## config.mk

```make
export PLATFORM = sky130hd
export DESIGN_NAME = dma_prog_port
export DESIGN_NICKNAME = d
export VERILOG_FILES = /design/src/rtl/dma_prog_pkg.sv /design/src/rtl/dma_acc_decode.sv /design/src/rtl/dma_byte_ptr.sv /design/src/rtl/dma_ctrl_regs.sv /design/src/rtl/dma_prog_port.sv
export SDC_FILE = /design/constraint.sdc
export NUM_CORES = 1
export LEC_CHECK = 0
export ABC_AREA = 1
export ABC_CLOCK_PERIOD_IN_PS = 3700
export CORE_MARGIN = 2
export CORE_UTILIZATION = 40
export DETAILED_ROUTE_END_ITERATION = 6
export DONT_BUFFER_PORTS = 1
export PLACE_DENSITY = 0.62
export SETUP_SLACK_MARGIN = 0.3
export SYNTH_ARGS = -nofsm -noshare
export SYNTH_HDL_FRONTEND = slang
export SYNTH_SLANG_ARGS = --single-unit
```

## constraint.sdc

```tcl
create_clock -name clk_i -period 3.7 [get_ports clk_i]
set_input_delay 0.37 -clock clk_i [delete_from_list [all_inputs] [get_ports clk_i]]
set_output_delay 0.37 -clock clk_i [all_outputs]
set_load 0.02 [all_outputs]
```

## src/rtl/dma_prog_pkg.sv

```systemverilog
package dma_prog_pkg;
  localparam int NUM_CH   = 4;
  localparam int CH_W     = $clog2(NUM_CH);
  localparam int BYTE_W   = 8;
  localparam int WORD_W   = 2 * BYTE_W;
  localparam int MODE_W   = BYTE_W - CH_W;
  localparam int ADDR_W   = 4;

  // control-half address map
  localparam logic [ADDR_W-1:0] A_CMD  = 4'd8;
  localparam logic [ADDR_W-1:0] A_REQ  = 4'd9;
  localparam logic [ADDR_W-1:0] A_MSK  = 4'd10;
  localparam logic [ADDR_W-1:0] A_MODE = 4'd11;
  localparam logic [ADDR_W-1:0] A_PCLR = 4'd12;
  localparam logic [ADDR_W-1:0] A_PSET = 4'd13;
  localparam logic [ADDR_W-1:0] A_MCLR = 4'd14;
  localparam logic [ADDR_W-1:0] A_MALL = 4'd15;

  typedef struct packed {
    logic wr_cmd;
    logic wr_req;
    logic wr_msk;
    logic wr_mode;
    logic wr_pclr;
    logic wr_pset;
    logic wr_mclr;
    logic wr_mall;
    logic rd_stat;
    logic rd_mode;
    logic rd_mcclr;
  } ctl_ev_t;
endpackage

```

## src/rtl/dma_acc_decode.sv

```systemverilog
module dma_acc_decode
  import dma_prog_pkg::*;
#(
  parameter int AW = ADDR_W
) (
  input  logic          clk_i,
  input  logic          rst_ni,
  input  logic          cs_ni,
  input  logic          ior_ni,
  input  logic          iow_ni,
  input  logic          hold_ack_i,
  input  logic [AW-1:0] addr_i,
  output logic          rd_ev_o,
  output logic          wr_ev_o,
  output logic          chan_acc_o,
  output ctl_ev_t       ev_o
);
  logic ior_q, iow_q;
  logic prog_cond;

  always_ff @(posedge clk_i or negedge rst_ni) begin
    if (!rst_ni) begin
      ior_q <= 1'b1;
      iow_q <= 1'b1;
    end else begin
      ior_q <= ior_ni;
      iow_q <= iow_ni;
    end
  end

  assign prog_cond  = !cs_ni && !hold_ack_i;
  // both strobes low at once is not a legal access
  assign rd_ev_o    = prog_cond && ior_q && !ior_ni && iow_ni;
  assign wr_ev_o    = prog_cond && iow_q && !iow_ni && ior_ni;
  assign chan_acc_o = !addr_i[AW-1];

  always_comb begin
    ev_o = '0;
    if (wr_ev_o && addr_i[AW-1]) begin
      case (addr_i)
        A_CMD:   ev_o.wr_cmd  = 1'b1;
        A_REQ:   ev_o.wr_req  = 1'b1;
        A_MSK:   ev_o.wr_msk  = 1'b1;
        A_MODE:  ev_o.wr_mode = 1'b1;
        A_PCLR:  ev_o.wr_pclr = 1'b1;
        A_PSET:  ev_o.wr_pset = 1'b1;
        A_MCLR:  ev_o.wr_mclr = 1'b1;
        default: ev_o.wr_mall = 1'b1;
      endcase
    end
    if (rd_ev_o && addr_i[AW-1]) begin
      case (addr_i)
        A_CMD:   ev_o.rd_stat  = 1'b1;
        A_MODE:  ev_o.rd_mode  = 1'b1;
        A_MCLR:  ev_o.rd_mcclr = 1'b1;
        default: ;
      endcase
    end
  end

  p_wr_one_shot_r2: assert property (@(posedge clk_i) disable iff (!rst_ni)
    wr_ev_o |=> !wr_ev_o);
  p_rd_one_shot_r2: assert property (@(posedge clk_i) disable iff (!rst_ni)
    rd_ev_o |=> !rd_ev_o);
  p_ev_onehot_r2: assert property (@(posedge clk_i) disable iff (!rst_ni)
    $onehot0(ev_o));
endmodule

```

## src/rtl/dma_byte_ptr.sv

```systemverilog
module dma_byte_ptr (
  input  logic clk_i,
  input  logic rst_ni,
  input  logic toggle_i,
  input  logic clr_i,
  input  logic set_i,
  output logic ptr_o
);
  logic ptr_q;

  always_ff @(posedge clk_i or negedge rst_ni) begin
    if (!rst_ni)       ptr_q <= 1'b0;
    else if (clr_i)    ptr_q <= 1'b0;
    else if (set_i)    ptr_q <= 1'b1;
    else if (toggle_i) ptr_q <= !ptr_q;
  end

  assign ptr_o = ptr_q;

  p_flip_r4: assert property (@(posedge clk_i) disable iff (!rst_ni)
    (toggle_i && !clr_i && !set_i) |=> (ptr_o != $past(ptr_o)));
  p_hold_r4: assert property (@(posedge clk_i) disable iff (!rst_ni)
    (!toggle_i && !clr_i && !set_i) |=> $stable(ptr_o));
  p_clr_r5: assert property (@(posedge clk_i) disable iff (!rst_ni)
    clr_i |=> !ptr_o);
  p_set_r5: assert property (@(posedge clk_i) disable iff (!rst_ni)
    (set_i && !clr_i) |=> ptr_o);
endmodule

```

## src/rtl/dma_ctrl_regs.sv

```systemverilog
module dma_ctrl_regs
  import dma_prog_pkg::*;
#(
  parameter int NCH = NUM_CH,
  parameter int BW  = BYTE_W,
  parameter int CW  = CH_W,
  parameter int MW  = MODE_W
) (
  input  logic            clk_i,
  input  logic            rst_ni,
  input  ctl_ev_t         ev_i,
  input  logic [BW-1:0]   wdata_i,
  input  logic [NCH-1:0]  tc_i,
  input  logic [NCH-1:0]  dreq_i,
  output logic [BW-1:0]   cmd_o,
  output logic [NCH-1:0]  mask_o,
  output logic [NCH-1:0]  req_o,
  output logic [NCH*MW-1:0] mode_o,
  output logic [BW-1:0]   status_o,
  output logic [BW-1:0]   mode_rd_o,
  output logic            mclr_o
);
  logic [BW-1:0]  cmd_q;
  logic [NCH-1:0] mask_q, req_q, tc_q;
  logic [CW-1:0]  mcnt_q;
  logic           mclr_q;
  logic [MW-1:0]  mode_q [NCH];
  logic [CW-1:0]  wch;
  logic           wbit;
  logic           tc_clr;

  assign wch    = wdata_i[CW-1:0];
  assign wbit   = wdata_i[CW];
  assign tc_clr = ev_i.rd_stat || ev_i.wr_mclr;

  always_ff @(posedge clk_i or negedge rst_ni) begin
    if (!rst_ni) begin
      cmd_q  <= '0;
      mask_q <= '1;
      req_q  <= '0;
      mcnt_q <= '0;
      mclr_q <= 1'b0;
    end else begin
      mclr_q <= ev_i.wr_mclr;
      if (ev_i.wr_mclr) begin
        cmd_q  <= '0;
        mask_q <= '1;
        req_q  <= '0;
        mcnt_q <= '0;
      end else begin
        if (ev_i.wr_cmd)  cmd_q <= wdata_i;
        if (ev_i.wr_req)  req_q[wch] <= wbit;
        if (ev_i.wr_msk)       mask_q[wch] <= wbit;
        else if (ev_i.wr_mall) mask_q <= '0;
        if (ev_i.rd_mode)       mcnt_q <= mcnt_q + 1'b1;
        else if (ev_i.rd_mcclr) mcnt_q <= '0;
      end
    end
  end

  // set beats the read-side clear in the same cycle
  always_ff @(posedge clk_i or negedge rst_ni) begin
    if (!rst_ni) tc_q <= '0;
    else         tc_q <= (tc_clr ? '0 : tc_q) | tc_i;
  end

  for (genvar c = 0; c < NCH; c++) begin : g_mode
    always_ff @(posedge clk_i or negedge rst_ni) begin
      if (!rst_ni)
        mode_q[c] <= '0;
      else if (ev_i.wr_mode && wch == CW'(c))
        mode_q[c] <= wdata_i[BW-1:CW];
    end
    assign mode_o[c*MW +: MW] = mode_q[c];
  end

  assign cmd_o     = cmd_q;
  assign mask_o    = mask_q;
  assign req_o     = req_q;
  assign mclr_o    = mclr_q;
  assign status_o  = BW'({dreq_i, tc_q});
  assign mode_rd_o = {mode_q[mcnt_q], mcnt_q};

  p_mclr_r10: assert property (@(posedge clk_i) disable iff (!rst_ni)
    ev_i.wr_mclr |=> (mask_o == '1 && cmd_o == '0 && req_o == '0 && mcnt_q == '0
                      && mclr_o && (tc_q & ~$past(tc_i)) == '0));
  p_mode_keep_r10: assert property (@(posedge clk_i) disable iff (!rst_ni)
    ev_i.wr_mclr |=> $stable(mode_o));
  p_tc_set_r7: assert property (@(posedge clk_i) disable iff (!rst_ni)
    (|tc_i) |=> ((tc_q & $past(tc_i)) == $past(tc_i)));
  p_tc_rdclr_r7: assert property (@(posedge clk_i) disable iff (!rst_ni)
    ev_i.rd_stat |=> ((tc_q & ~$past(tc_i)) == '0));
  p_mode_step_r9: assert property (@(posedge clk_i) disable iff (!rst_ni)
    ev_i.rd_mode |=> (mcnt_q == $past(mcnt_q) + 1'b1));
  p_mall_r11: assert property (@(posedge clk_i) disable iff (!rst_ni)
    ev_i.wr_mall |=> (mask_o == '0));
endmodule

```

## src/rtl/dma_prog_port.sv

```systemverilog
module dma_prog_port
  import dma_prog_pkg::*;
#(
  parameter int NCH = NUM_CH,
  parameter int BW  = BYTE_W,
  parameter int WW  = WORD_W,
  parameter int AW  = ADDR_W,
  parameter int CW  = CH_W,
  parameter int MW  = MODE_W
) (
  input  logic               clk_i,
  input  logic               rst_ni,
  input  logic               cs_ni,
  input  logic               ior_ni,
  input  logic               iow_ni,
  input  logic               hold_ack_i,
  input  logic [AW-1:0]      addr_i,
  input  logic [BW-1:0]      data_i,
  input  logic [NCH*WW-1:0]  cur_addr_i,
  input  logic [NCH*WW-1:0]  cur_cnt_i,
  input  logic [NCH-1:0]     tc_i,
  input  logic [NCH-1:0]     dreq_i,
  output logic [BW-1:0]      data_o,
  output logic [NCH-1:0]     addr_we_o,
  output logic [NCH-1:0]     cnt_we_o,
  output logic               byte_hi_o,
  output logic [BW-1:0]      wdata_o,
  output logic [BW-1:0]      cmd_o,
  output logic [NCH-1:0]     mask_o,
  output logic [NCH-1:0]     req_o,
  output logic [NCH*MW-1:0]  mode_o,
  output logic               mclr_o
);
  logic          rd_ev, wr_ev, chan_acc, ptr;
  ctl_ev_t       ev;
  logic [BW-1:0] status, mode_rd, rd_mux, chan_byte;
  logic [WW-1:0] chan_word;
  logic [CW-1:0] ch_sel;
  logic [NCH-1:0] a_hit, c_hit;
  logic [NCH-1:0] addr_we_q, cnt_we_q;
  logic          byte_hi_q;
  logic [BW-1:0] wdata_q, rdata_q;

  dma_acc_decode #(.AW(AW)) u_dec (
    .clk_i      (clk_i),
    .rst_ni     (rst_ni),
    .cs_ni      (cs_ni),
    .ior_ni     (ior_ni),
    .iow_ni     (iow_ni),
    .hold_ack_i (hold_ack_i),
    .addr_i     (addr_i),
    .rd_ev_o    (rd_ev),
    .wr_ev_o    (wr_ev),
    .chan_acc_o (chan_acc),
    .ev_o       (ev)
  );

  dma_byte_ptr u_ptr (
    .clk_i    (clk_i),
    .rst_ni   (rst_ni),
    .toggle_i ((rd_ev || wr_ev) && chan_acc),
    .clr_i    (ev.wr_pclr || ev.wr_mclr),
    .set_i    (ev.wr_pset),
    .ptr_o    (ptr)
  );

  dma_ctrl_regs #(.NCH(NCH), .BW(BW), .CW(CW), .MW(MW)) u_regs (
    .clk_i     (clk_i),
    .rst_ni    (rst_ni),
    .ev_i      (ev),
    .wdata_i   (data_i),
    .tc_i      (tc_i),
    .dreq_i    (dreq_i),
    .cmd_o     (cmd_o),
    .mask_o    (mask_o),
    .req_o     (req_o),
    .mode_o    (mode_o),
    .status_o  (status),
    .mode_rd_o (mode_rd),
    .mclr_o    (mclr_o)
  );

  assign ch_sel = addr_i[CW:1];

  for (genvar c = 0; c < NCH; c++) begin : g_we
    assign a_hit[c] = wr_ev && chan_acc && !addr_i[0] && ch_sel == CW'(c);
    assign c_hit[c] = wr_ev && chan_acc &&  addr_i[0] && ch_sel == CW'(c);
  end

  always_comb begin
    chan_word = addr_i[0] ? cur_cnt_i[ch_sel*WW +: WW] : cur_addr_i[ch_sel*WW +: WW];
    chan_byte = ptr ? chan_word[WW-1:BW] : chan_word[BW-1:0];
    if (chan_acc) begin
      rd_mux = chan_byte;
    end else begin
      case (addr_i)
        A_CMD:   rd_mux = status;
        A_REQ:   rd_mux = BW'(req_o);
        A_MSK:   rd_mux = BW'(mask_o);
        A_MODE:  rd_mux = mode_rd;
        default: rd_mux = '0;
      endcase
    end
  end

  always_ff @(posedge clk_i or negedge rst_ni) begin
    if (!rst_ni) begin
      addr_we_q <= '0;
      cnt_we_q  <= '0;
      byte_hi_q <= 1'b0;
      wdata_q   <= '0;
      rdata_q   <= '0;
    end else begin
      addr_we_q <= a_hit;
      cnt_we_q  <= c_hit;
      if (wr_ev && chan_acc) begin
        byte_hi_q <= ptr;
        wdata_q   <= data_i;
      end
      if (rd_ev) rdata_q <= rd_mux;
    end
  end

  assign addr_we_o = addr_we_q;
  assign cnt_we_o  = cnt_we_q;
  assign byte_hi_o = byte_hi_q;
  assign wdata_o   = wdata_q;
  assign data_o    = rdata_q;

  p_locked_r1: assert property (@(posedge clk_i) disable iff (!rst_ni)
    (cs_ni || hold_ack_i) |=> ($stable(cmd_o) && $stable(mask_o) && $stable(req_o)
                               && $stable(mode_o) && !mclr_o
                               && addr_we_o == '0 && cnt_we_o == '0));
  p_we_onehot_r3: assert property (@(posedge clk_i) disable iff (!rst_ni)
    $onehot0({addr_we_o, cnt_we_o}));
  p_we_pulse_r3: assert property (@(posedge clk_i) disable iff (!rst_ni)
    (|{addr_we_o, cnt_we_o}) |=> !(|{addr_we_o, cnt_we_o}));
  p_rdata_hold_r6: assert property (@(posedge clk_i) disable iff (!rst_ni)
    ior_ni |=> $stable(data_o));
endmodule

```

## Word level (Yosys, flattened, before mapping)

Cells that the tools add are included.

| cells by class | value |
|---|---|
| add/sub/neg operators | 1 |
| multipliers | 0 |
| div/mod/pow operators | 0 |
| order comparisons | 3 |
| eq/ne operators | 13 |
| shift operators | 2 |
| muxes and demuxes | 35 |
| bitwise gates (word level) | 2 |
| reductions and logical operators | 44 |

Operators by type and width:

| kind | number |
|---|---|
| indexed part select 64 x 7 -> 16 bit | 2 |
| 2-to-1 mux 8 bit | 5 |
| case mux 8 bit (4 select lines) | 1 |
| equality test 4 bit, second input constant | 7 |
| logical AND 1 bit | 26 |
| 2-to-1 mux 4 bit | 6 |
| 2-to-1 mux 16 bit | 1 |
| binary-select mux 6 bit (select 2 bit) | 1 |
| 2-to-1 mux 1 bit | 12 |
| 2-to-1 mux 6 bit | 2 |
| nonzero test 3 bit | 3 |
| bitwise mux 4 bit | 2 |
| equality test 2 bit, second input constant | 4 |
| zero test 1 bit | 7 |
| OR reduction 7 bit | 1 |
| 2-to-1 mux 2 bit | 3 |
| equality test 2 x 1 -> 1 bit, second input constant | 2 |
| zero test 2 bit | 2 |
| OR 4 bit | 1 |
| nonzero test 2 bit | 2 |
| >= comparator 3 bit, second input constant | 1 |
| logical OR 1 bit | 3 |
| < comparator 2 x 3 -> 1 bit, second input constant | 1 |
| 2-to-1 mux 3 bit | 1 |
| 4 further kinds | 4 |

| storage, ports and cells | value |
|---|---|
| register bits after elaboration | 75 |
| latch bits | 0 |
| RAM bits | 0 |
| bits in read-only memories | 0 |
| output and inout port bits | 66 |
| memories kept | 0 |

## Longest topological paths before layout

Gate-level depths: netlist (run 1).

| depth | value |
|---|---|
| depth after elaboration | 10 |
| mapped depth | 11 |
| depth with buffers taken out | 9 |

## Cells and area by module

A second synthesis (run 1) with hierarchy kept.

| second synthesis, totals | value |
|---|---|
| cells, all modules | 756 |
| area total of the unflattened synthesis | 4,952.2 um^2 |

By module, submodules not included:

| module | times used | cells each | area each (um^2) |
|---|---|---|---|
| dma_prog_port | 1 | 444 | 2,501.1 |
| dma_ctrl_regs | 1 | 260 | 2,168.3 |
| dma_acc_decode | 1 | 43 | 219.0 |
| dma_byte_ptr | 1 | 9 | 63.8 |

## Least setup slack after synthesis (run 1)

OpenSTA, ideal clock, no wires.

| timing path | value |
|---|---|
| kind | input to register |
| from | input port addr_i[0] |
| to | register u_regs.mode_q (netlist bit u_regs.mode_o[3]) |
| setup time | 121 ps |
| arrival time | 1,347 ps |
| data required time | 3,579 ps |
| path slack | 2,233 ps |
| stages | 9 |
| buffers on the path | 2 |
| cell sequence | buf_2 nand2_1 nor2_8 inv_4 nor2_4 nand2_1 buf_6 nand2_1 o21ai_2 |

| between the ends | value |
|---|---|
| cells in the longest elaborated chain, start to end | 4 |

RTL lines:

| element | line | text |
|---|---|---|
| start: declaration | dma_prog_port.sv:17 | `input logic [AW-1:0] addr_i,` |
| equality test 4 bit | dma_acc_decode.sv:40 | `case (addr_i)` |
| 2-to-1 mux 1 bit | dma_acc_decode.sv:40 |  |
| 2-to-1 mux 8 bit | dma_acc_decode.sv:39 | `if (wr_ev_o && addr_i[AW-1]) begin` |
| logical AND 1 bit | dma_ctrl_regs.sv:71 | `else if (ev_i.wr_mode && wch == CW'(c))` |
| end signal: indexed assignment | dma_ctrl_regs.sv:72 | `mode_q[c] <= wdata_i[BW-1:CW];` |
| end: declaration | dma_ctrl_regs.sv:27 | `logic [MW-1:0] mode_q [NCH];` |

Every way passes these cells.
A chain may end at the register's enable or synchronous reset.

## Worst setup path after layout (run 1)

| timing path | value |
|---|---|
| from | register u_dec.iow_q |
| to | register u_regs.cmd_q[1] (netlist: u_regs.cmd_o[1]) |

| between the ends | value |
|---|---|
| cells in the longest elaborated chain, start to end | 6 |
| elaborated cells on any way between the ends | 7 |
| those cells by class | 2 x mux; 5 x reduce/logical |

RTL lines:

| element | line | text |
|---|---|---|
| start: declaration | dma_acc_decode.sv:18 | `logic ior_q, iow_q;` |
| start signal: assignment | dma_acc_decode.sv:27 | `iow_q <= iow_ni;` |
| logical AND 1 bit * (3 in series) | dma_acc_decode.sv:34 | `assign wr_ev_o = prog_cond && iow_q && !iow_ni && ior_ni;` |
| logical AND 1 bit * | dma_acc_decode.sv:39 |  |
| 2-to-1 mux 8 bit * | dma_acc_decode.sv:39 |  |
| 2-to-1 mux 8 bit or nonzero test 2 bit (tied branches) | n/a |  |
| end signal: assignment | dma_ctrl_regs.sv:51 | `if (ev_i.wr_cmd) cmd_q <= wdata_i;` |
| end: declaration | dma_ctrl_regs.sv:23 | `logic [BW-1:0] cmd_q;` |

Mark *: on every way between the ends. The rest lies on a longest branch, timed or not.

==> results of run 1 <==
## state kept, by name, indices dropped and copies added, names as in the netlist, 4 cells and up
register and flops:
cnt_we_o 4, u_regs.cmd_o 8, u_regs.req_o 4, u_regs.mask_o 4, data_o 8, u_regs.tc_q 4, wdata_o 8, u_regs.mode_o 24
addr_we_o 4
## layout make-up
class                   count  area (sq um)
clock buffers              12           256
clock inverters             4          97.6
fillers                  1237          6420
inverters                  39           149
multi-input cells         595          2540
flip-flops and latches     75          1880
well taps                 143           179
repair buffers              2          37.5
## where the power goes
group	leakage, nW	switching (mW)	internal [mW]
Clock	0.169	0.330	0.696
Sequential	0.970	0.157	0.894
Combinational	1.52	0.213	0.117
Total	2.66	0.700	1.71
## timing repair
item / in CTS / in global routing
setup buffers: 0 / 0
hold endpoints to repair: 75 / 0
hold buffers: 2 / 0
## routing by layer
metal	GRT usage [%]	vias to the layer above	part of all wire, %
li1	-	2303	-
met1	31.0	2232	44
met2	38.1	165	47
met3	7.28	22	7.6
met4	6.83	0	1.8
met5	0	-	0
## through the flow
| stage | utilization [%] | std cells | hold slack (ns) | setup slack [ns] |
|---|---|---|---|---|
| after global placement | 41.1 | 852 | 0.0766 | 1.72 |
| final | 44.5 | 870 | 0.0358 | 1.68 |
| after detailed placement | 41.1 | 852 | 0.0769 | 1.63 |
| after CTS | 44.5 | 870 | 0.0247 | 1.70 |
| after global routing | 44.5 | 870 | 0.0179 | 1.53 |
| after floorplan | - | 748 | 0.0744 | 2.23 |
## cell usage in the layout (no fill, tap or decap), drive strengths merged
master / n
nand4: 3
dfstp: 6
nor2: 54
dfrtp: 69
bufinv: 3
buf: 1
a22oi: 1
o21ai: 52
inv: 39
a31oi: 3
dlygate4sd3: 1
clkbuf: 12
a21oi: 26
nand3: 65
nor3: 10
nand2: 377
o21bai: 4
clkinvlp: 1
## final timing paths
path / from / to / slack [ns] / depth (start not counted)
hold reg to reg: u_regs.tc_q[2] / u_regs.tc_q[2] / 0.54 / 2
setup reg to reg: u_dec.iow_q / u_regs.cmd_o[1] / 1.68 / 7
hold / removal: ior_ni / u_dec.ior_q / 0.04 / 0
min in group asynchronous: rst_ni / cnt_we_o[0] / 0.60 / 2
max in group asynchronous: rst_ni / u_regs.mask_o[2] / 2.74 / 2
setup / recovery: u_dec.iow_q / u_regs.cmd_o[1] / 1.68 / 7
## kinds of logic after synthesis
logic type / Yosys count
AND/OR/NAND/NOR: 509
AO/OA/AOI/OAI: 86
buffers and inverters: 78
flip-flops: 75
==> results.py, run 1 <==
metrics = {
    "worst_setup_path": {
        "path_max_fanout": 11,
        "cp.required_ns": 3.90,
        "end_kind": "register",
        "path_cells": "nand2_1 -> nor2_4 -> inv_2 -> nor2_1 -> inv_1 -> nand2_1 -> a21oi_1",
        "critical_path_class": "reg -> reg",
        "crit_arrival_ns": 2.22,
        "crit_buf_inv": 2,
        "cpPeakStageDelay_ns": 0.55,
        "crit_path_frequent_cell": "nand2_1",
        "start_kind": "register",
        "crit_family": "simple AND/OR/NAND/NOR gates",
        "slowest_stage": "nor2_1",
    },
    "grt": {
        "grt.overflow.total": 0,
        "track_usage_pct": 23.7,
        "grt_pass1_wl_mm": 23.9,
        "antenna_found_initial": 0,
        "grt_pass1_vias": 4654,
        "grt_max_degree": 76,
    },
    "route": {
        "drc": 0,
        "wire_per_inst_um": 17.3,
        "antenna_left": 0,
        "finalWirelength_mm": 15.1,
        "vias_per_cell": 5.43,
        "drtPass1Iterations": 5,
        "vias": 4722,
        "drt_first_iter_violations": 325,
    },
    "final_layout": {
        "finish.instance_area_sq_um": 5150,
        "areaGrowthSynthToFinish_pct": 7.41,
        "nets": 876,
        "diodes": 0,
        "drive_gt1_share_pct": 6.33,
    },
    "sta": {
        "setup-violations-final": 0,
        "fin_crit_sh_pct": 54.6,
        "relSlewSlack_pct": 36.2,
        "rsz0062_at_grt": "no",
        "tightest_slew_ns": 0.955,
        "finalCriticalPeriod_ns": 2.02,
        "max_freq_mhz": 495,
        "final_max_slew_viol_count": 0,
        "fin_worst_skew_ns": 0.00621,
        "finalHoldViolCount": 0,
        "fin_setup_tns_ns": 0,
    },
    "synthesis": {
        "yosys_register_bits": 75,
        "yosysUniqueCellTypes": 29,
        "synthMuxAreaShare_pct": 0,
        "synth_most_common_cell": "nand2_1",
        "synth_area_leader_cell": "dfrtp_1",
        "synth_seq_area_share_pct": 39.3,
        "synth_top_family_by_area": "simple AND/OR/NAND/NOR gates",
        "synth_adder_area_share_pct": 0,
        "syn-cell-area_sq_um": 4790,
        "syn_nets": 902,
        "synth_area_per_cell_sq_um": 6.41,
        "yosys-top-cells-count": "nand2_1, dfrtp_1, nand3_1",
        "syn-instance-count": 748,
        "synthTopCellsByArea": "dfrtp_1, nand2_1, nand3_1",
        "synth_compound_area_share_pct": 9.79,
        "async_flop_share_pct": 100,
        "synth_edf_count": 0,
        "synthSimpleGateAreaFrac_pct": 43.3,
        "synth-warning-count": 0,
        "synthXorXnorAreaFrac_pct": 0,
        "synth_ff_type": "dfrtp_1",
        "synth_top_area_share_pct": 36.0,
    },
    "floorplan": {
        "io_pins": 220,
        "dieArea_sq_um": 12900,
        "initial_core_util_pct": 41.4,
        "fp-row-count": 39,
        "die_w_um": 113,
        "die_h_um": 113,
        "core_area_sq_um": 11600,
    },
    "clock_network": {
        "clock_latency_ns": 0.33,
        "numCtsBuffers": 9,
        "clk_pin_slew_worst_paths_ns": 0.06,
        "h-tree-depth": 3,
        "cts_tree": "yes",
        "cts_root_buf": "clkbuf_16",
        "cts_max_path_buffers": 2,
        "cts_resized": 0,
        "clock_sinks": 75,
    },
    "place": {
        "place_hpwl_mm": 11.5,
        "io_buffers": 0,
        "place_area_sq_um": 4760,
        "gp_congestion": 0.884,
    },
    "power": {
        "p_leak_nw": 2.66,
        "report.power.total_mw": 2.41,
        "powerDensity_nw_per_um2": 467,
        "vdd_ir_drop_max_mv": 0.367,
    },
    "status": {
        "status": "complete, no violations",
    },
    "run": {
        "maxCapViolations": 0,
    },
    "min_path": {
        "min_path_type": "in -> reg",
    },
}
Power figures use the tool's default switching activity.
==> inputs of run 2 (changes only) <==
- ABC_AREA: 1 -> 0
- ABC_CLOCK_PERIOD_IN_PS: 3700 -> 1900
- clock period: 3.7 -> 1.9 ns (I/O delays scaled with it)
==> run 2 against run 1 <==
Effect of this change:
- the run now ends with negative hold slack left
- maximum frequency is 23% higher
- sequential share of layout area increased by 1.0 points
- combinational power grew 49%
- hold slack got worse by 0.52 ns
- largest cell class unchanged
==> results.py, run 2 <==
metrics = {
    "final_layout": {
        "largest_reg_flops": 24,
        "finish.instance_area_sq_um": 5020,
        "drive_gt1_share_pct": 32.7,
        "nets": 541,
        "multiInputGateArea_sq_um": 2400,
        "seq_area_sq_um": 1890,
        "final_common_cell": "dfrtp_1",
        "fillCellCount": 1015,
        "areaGrowthSynthToFinish_pct": 15.3,
        "layout_common_cells": "dfrtp_1, nand2_1, mux4_2, nor2_1, mux2_2",
    },
    "power": {
        "powerDensity_nw_per_um2": 774,
        "p_leak_nw": 2.14,
        "vdd_ir_drop_max_mv": 0.494,
    },
    "sta": {
        "tightest_slew_ns": 0.429,
        "final_max_slew_viol_count": 0,
        "fin_worst_skew_ns": 0.0105,
        "relSlewSlack_pct": 71.3,
        "max_freq_mhz": 610,
        "fin_setup_tns_ns": 0,
        "finalCriticalPeriod_ns": 1.64,
        "finalHoldViolCount": 75,
        "rsz0062_at_grt": "yes",
        "setup-violations-final": 0,
        "whs_ns": -0.481,
        "fin_crit_sh_pct": 86.3,
    },
    "worst_setup_path": {
        "start_kind": "register",
        "critPathLaunch": "u_dec.iow_q",
        "path_max_fanout": 6,
        "end_kind": "register",
        "crit_arrival_ns": 1.87,
        "r2r-start": "u_dec.iow_q",
        "reg2reg_to": "u_regs.mode_o[18]",
        "critical_path_class": "reg -> reg",
        "r2r_slack_ns": 0.26,
        "cp.required_ns": 2.13,
        "reg2reg_depth": 4,
        "crit_end": "u_regs.mode_o[18]",
    },
    "place": {
        "place_hpwl_mm": 10.1,
        "gp_congestion": 0.898,
        "io_buffers": 0,
        "place_area_sq_um": 4420,
    },
    "synthesis": {
        "synth_ff_type": "dfrtp_1",
        "synth_edf_count": 0,
        "synth_most_common_cell": "dfrtp_1",
        "synth-warning-count": 0,
        "synth_area_per_cell_sq_um": 12.0,
        "syn_nets": 517,
        "synth_area_leader_cell": "dfrtp_1",
        "async_flop_share_pct": 100,
        "syn-cell-area_sq_um": 4360,
        "yosys_register_bits": 75,
        "yosysUniqueCellTypes": 52,
        "synth_seq_area_share_pct": 43.3,
        "synth_top_area_share_pct": 39.6,
        "yosys-top-cells-count": "dfrtp_1, nand2_1, mux4_2",
        "synthTopCellsByArea": "dfrtp_1, mux4_2, mux2_2",
        "syn-instance-count": 363,
    },
    "route": {
        "wire_per_inst_um": 26.1,
        "drt_first_iter_violations": 289,
        "drtPass1Iterations": 5,
        "antenna_left": 0,
        "vias": 3351,
        "finalWirelength_mm": 13.9,
        "drc": 0,
        "vias_per_cell": 6.29,
    },
    "clock_network": {
        "cts_max_path_buffers": 2,
        "clock_latency_ns": 0.35,
        "clk_pin_slew_worst_paths_ns": 0.09,
        "cts_hold_buf": 18,
        "h-tree-depth": 3,
        "clock_sinks": 75,
        "cts_tree": "yes",
        "cts_root_buf": "clkbuf_8",
        "numCtsBuffers": 9,
    },
    "grt": {
        "antenna_found_initial": 1,
        "grt.overflow.total": 0,
        "grt_pass1_wl_mm": 20.2,
        "grt_max_degree": 76,
        "track_usage_pct": 23.3,
        "grt_pass1_vias": 3405,
    },
    "floorplan": {
        "die_w_um": 108,
        "fp-row-count": 38,
        "io_pins": 220,
        "core_area_sq_um": 10700,
        "die_h_um": 108,
        "initial_core_util_pct": 40.5,
        "dieArea_sq_um": 11700,
    },
    "run": {
        "maxCapViolations": 0,
    },
    "status": {
        "status": "complete, but fails checks",
        "violations": "negative hold slack",
    },
    "min_path": {
        "min_path_type": "in -> async",
    },
}
-- run 2: cell types whose count changed in the layout (fill, tap and decap cells not counted), sizes merged, moves of 9 or more --
| cell | delta |
|---|---|
| mux2 | +29 |
| nor2 | -22 |
| a22oi | +9 |
| buf | +15 |
| nand2 | -326 |
| nand3 | -61 |
| a21oi | -12 |
| mux4 | +38 |
| inv | -33 |
| o21ai | -41 |
| dlygate4sd3 | +17 |
-- run 2: metrics by stage --
stage / util, % / cells / setup WS (ns) / total power, mW / hold slack [ns]
finish: 46.7 / 533 / 0.260 / 3.89 / -0.481
global route: 46.7 / 533 / 0.203 / 4.03 / -0.511
CTS: 45.5 / 526 / 0.220 / 3.90 / -0.495
detailed placement: 41.2 / 487 / 0.0250 / 2.43 / -0.103
global placement: 41.2 / 487 / 0.142 / 2.42 / -0.103
floorplan: - / 363 / 0.348 / 2.36 / -0.106
-- run 2: cells by family after synthesis --
group | share of synthesized area (%)
simple gates | 13.3
flops | 43.3
mux | 28.5
compound gates | 10.8
buf+inv | 4.14
-- run 2: how the worst min path moves through the flow --
stage,from,to,slack [ns],cells past startpoint
floorplan,rst_ni,addr_we_o[0],-0.11,0
global placement,rst_ni,u_regs.mode_o[15],-0.10,0
detailed placement,rst_ni,u_regs.mode_o[21],-0.10,0
CTS,rst_ni,u_regs.mode_o[21],-0.49,0
global route,rst_ni,u_regs.mode_o[21],-0.51,0
finish,rst_ni,u_regs.mode_o[23],-0.48,0
-- run 2: area by class of cell --
| cell class | instances | share of cell area [%] |
|---|---|---|
| repair inverters | 1 | 0.149 |
| diodes | 1 | 0.0498 |
| inverters | 5 | 0.448 |
| repair buffers | 34 | 5.98 |
| well taps | 140 | 3.49 |
| clock inverters | 6 | 1.92 |
| flip-flops and latches | 75 | 37.6 |
| clock buffers | 10 | 2.54 |
| multi-input cells | 261 | 47.8 |
-- run 2: repair_timing --
item                       4_1_cts  5_1_grt
buffers inserted                 4        5
resized for setup               11       19
setup endpoints to repair       60       58
cloned                           1        1
hold endpoints to repair       132       75
pin swaps                        2        7
-- run 2: layer usage --
layer	routed length (um)	part of all wire (%)	global-route usage, %	up-vias
li1	-	-	-	1440
met1	5530	40	30.2	1723
met2	6870	49	37.2	177
met3	1420	10	9.16	11
met4	93	0.67	4.76	0
met5	0	0	0	-
-- run 2: where the power goes --
part | switching, mW | total, mW | leakage [nW] | internal [mW]
combinational | 0.216 | 0.492 | 1.07 | 0.276
sequential | 0.263 | 1.98 | 0.967 | 1.72
clock | 0.652 | 1.41 | 0.109 | 0.757
-- run 2: critical path, stage by stage (launching register included) --
cell and delay [ns]:
dfstp_2 0.60, nand4b_4 0.17, nor2_4 0.28, nand2_4 0.14, mux2_1 0.34
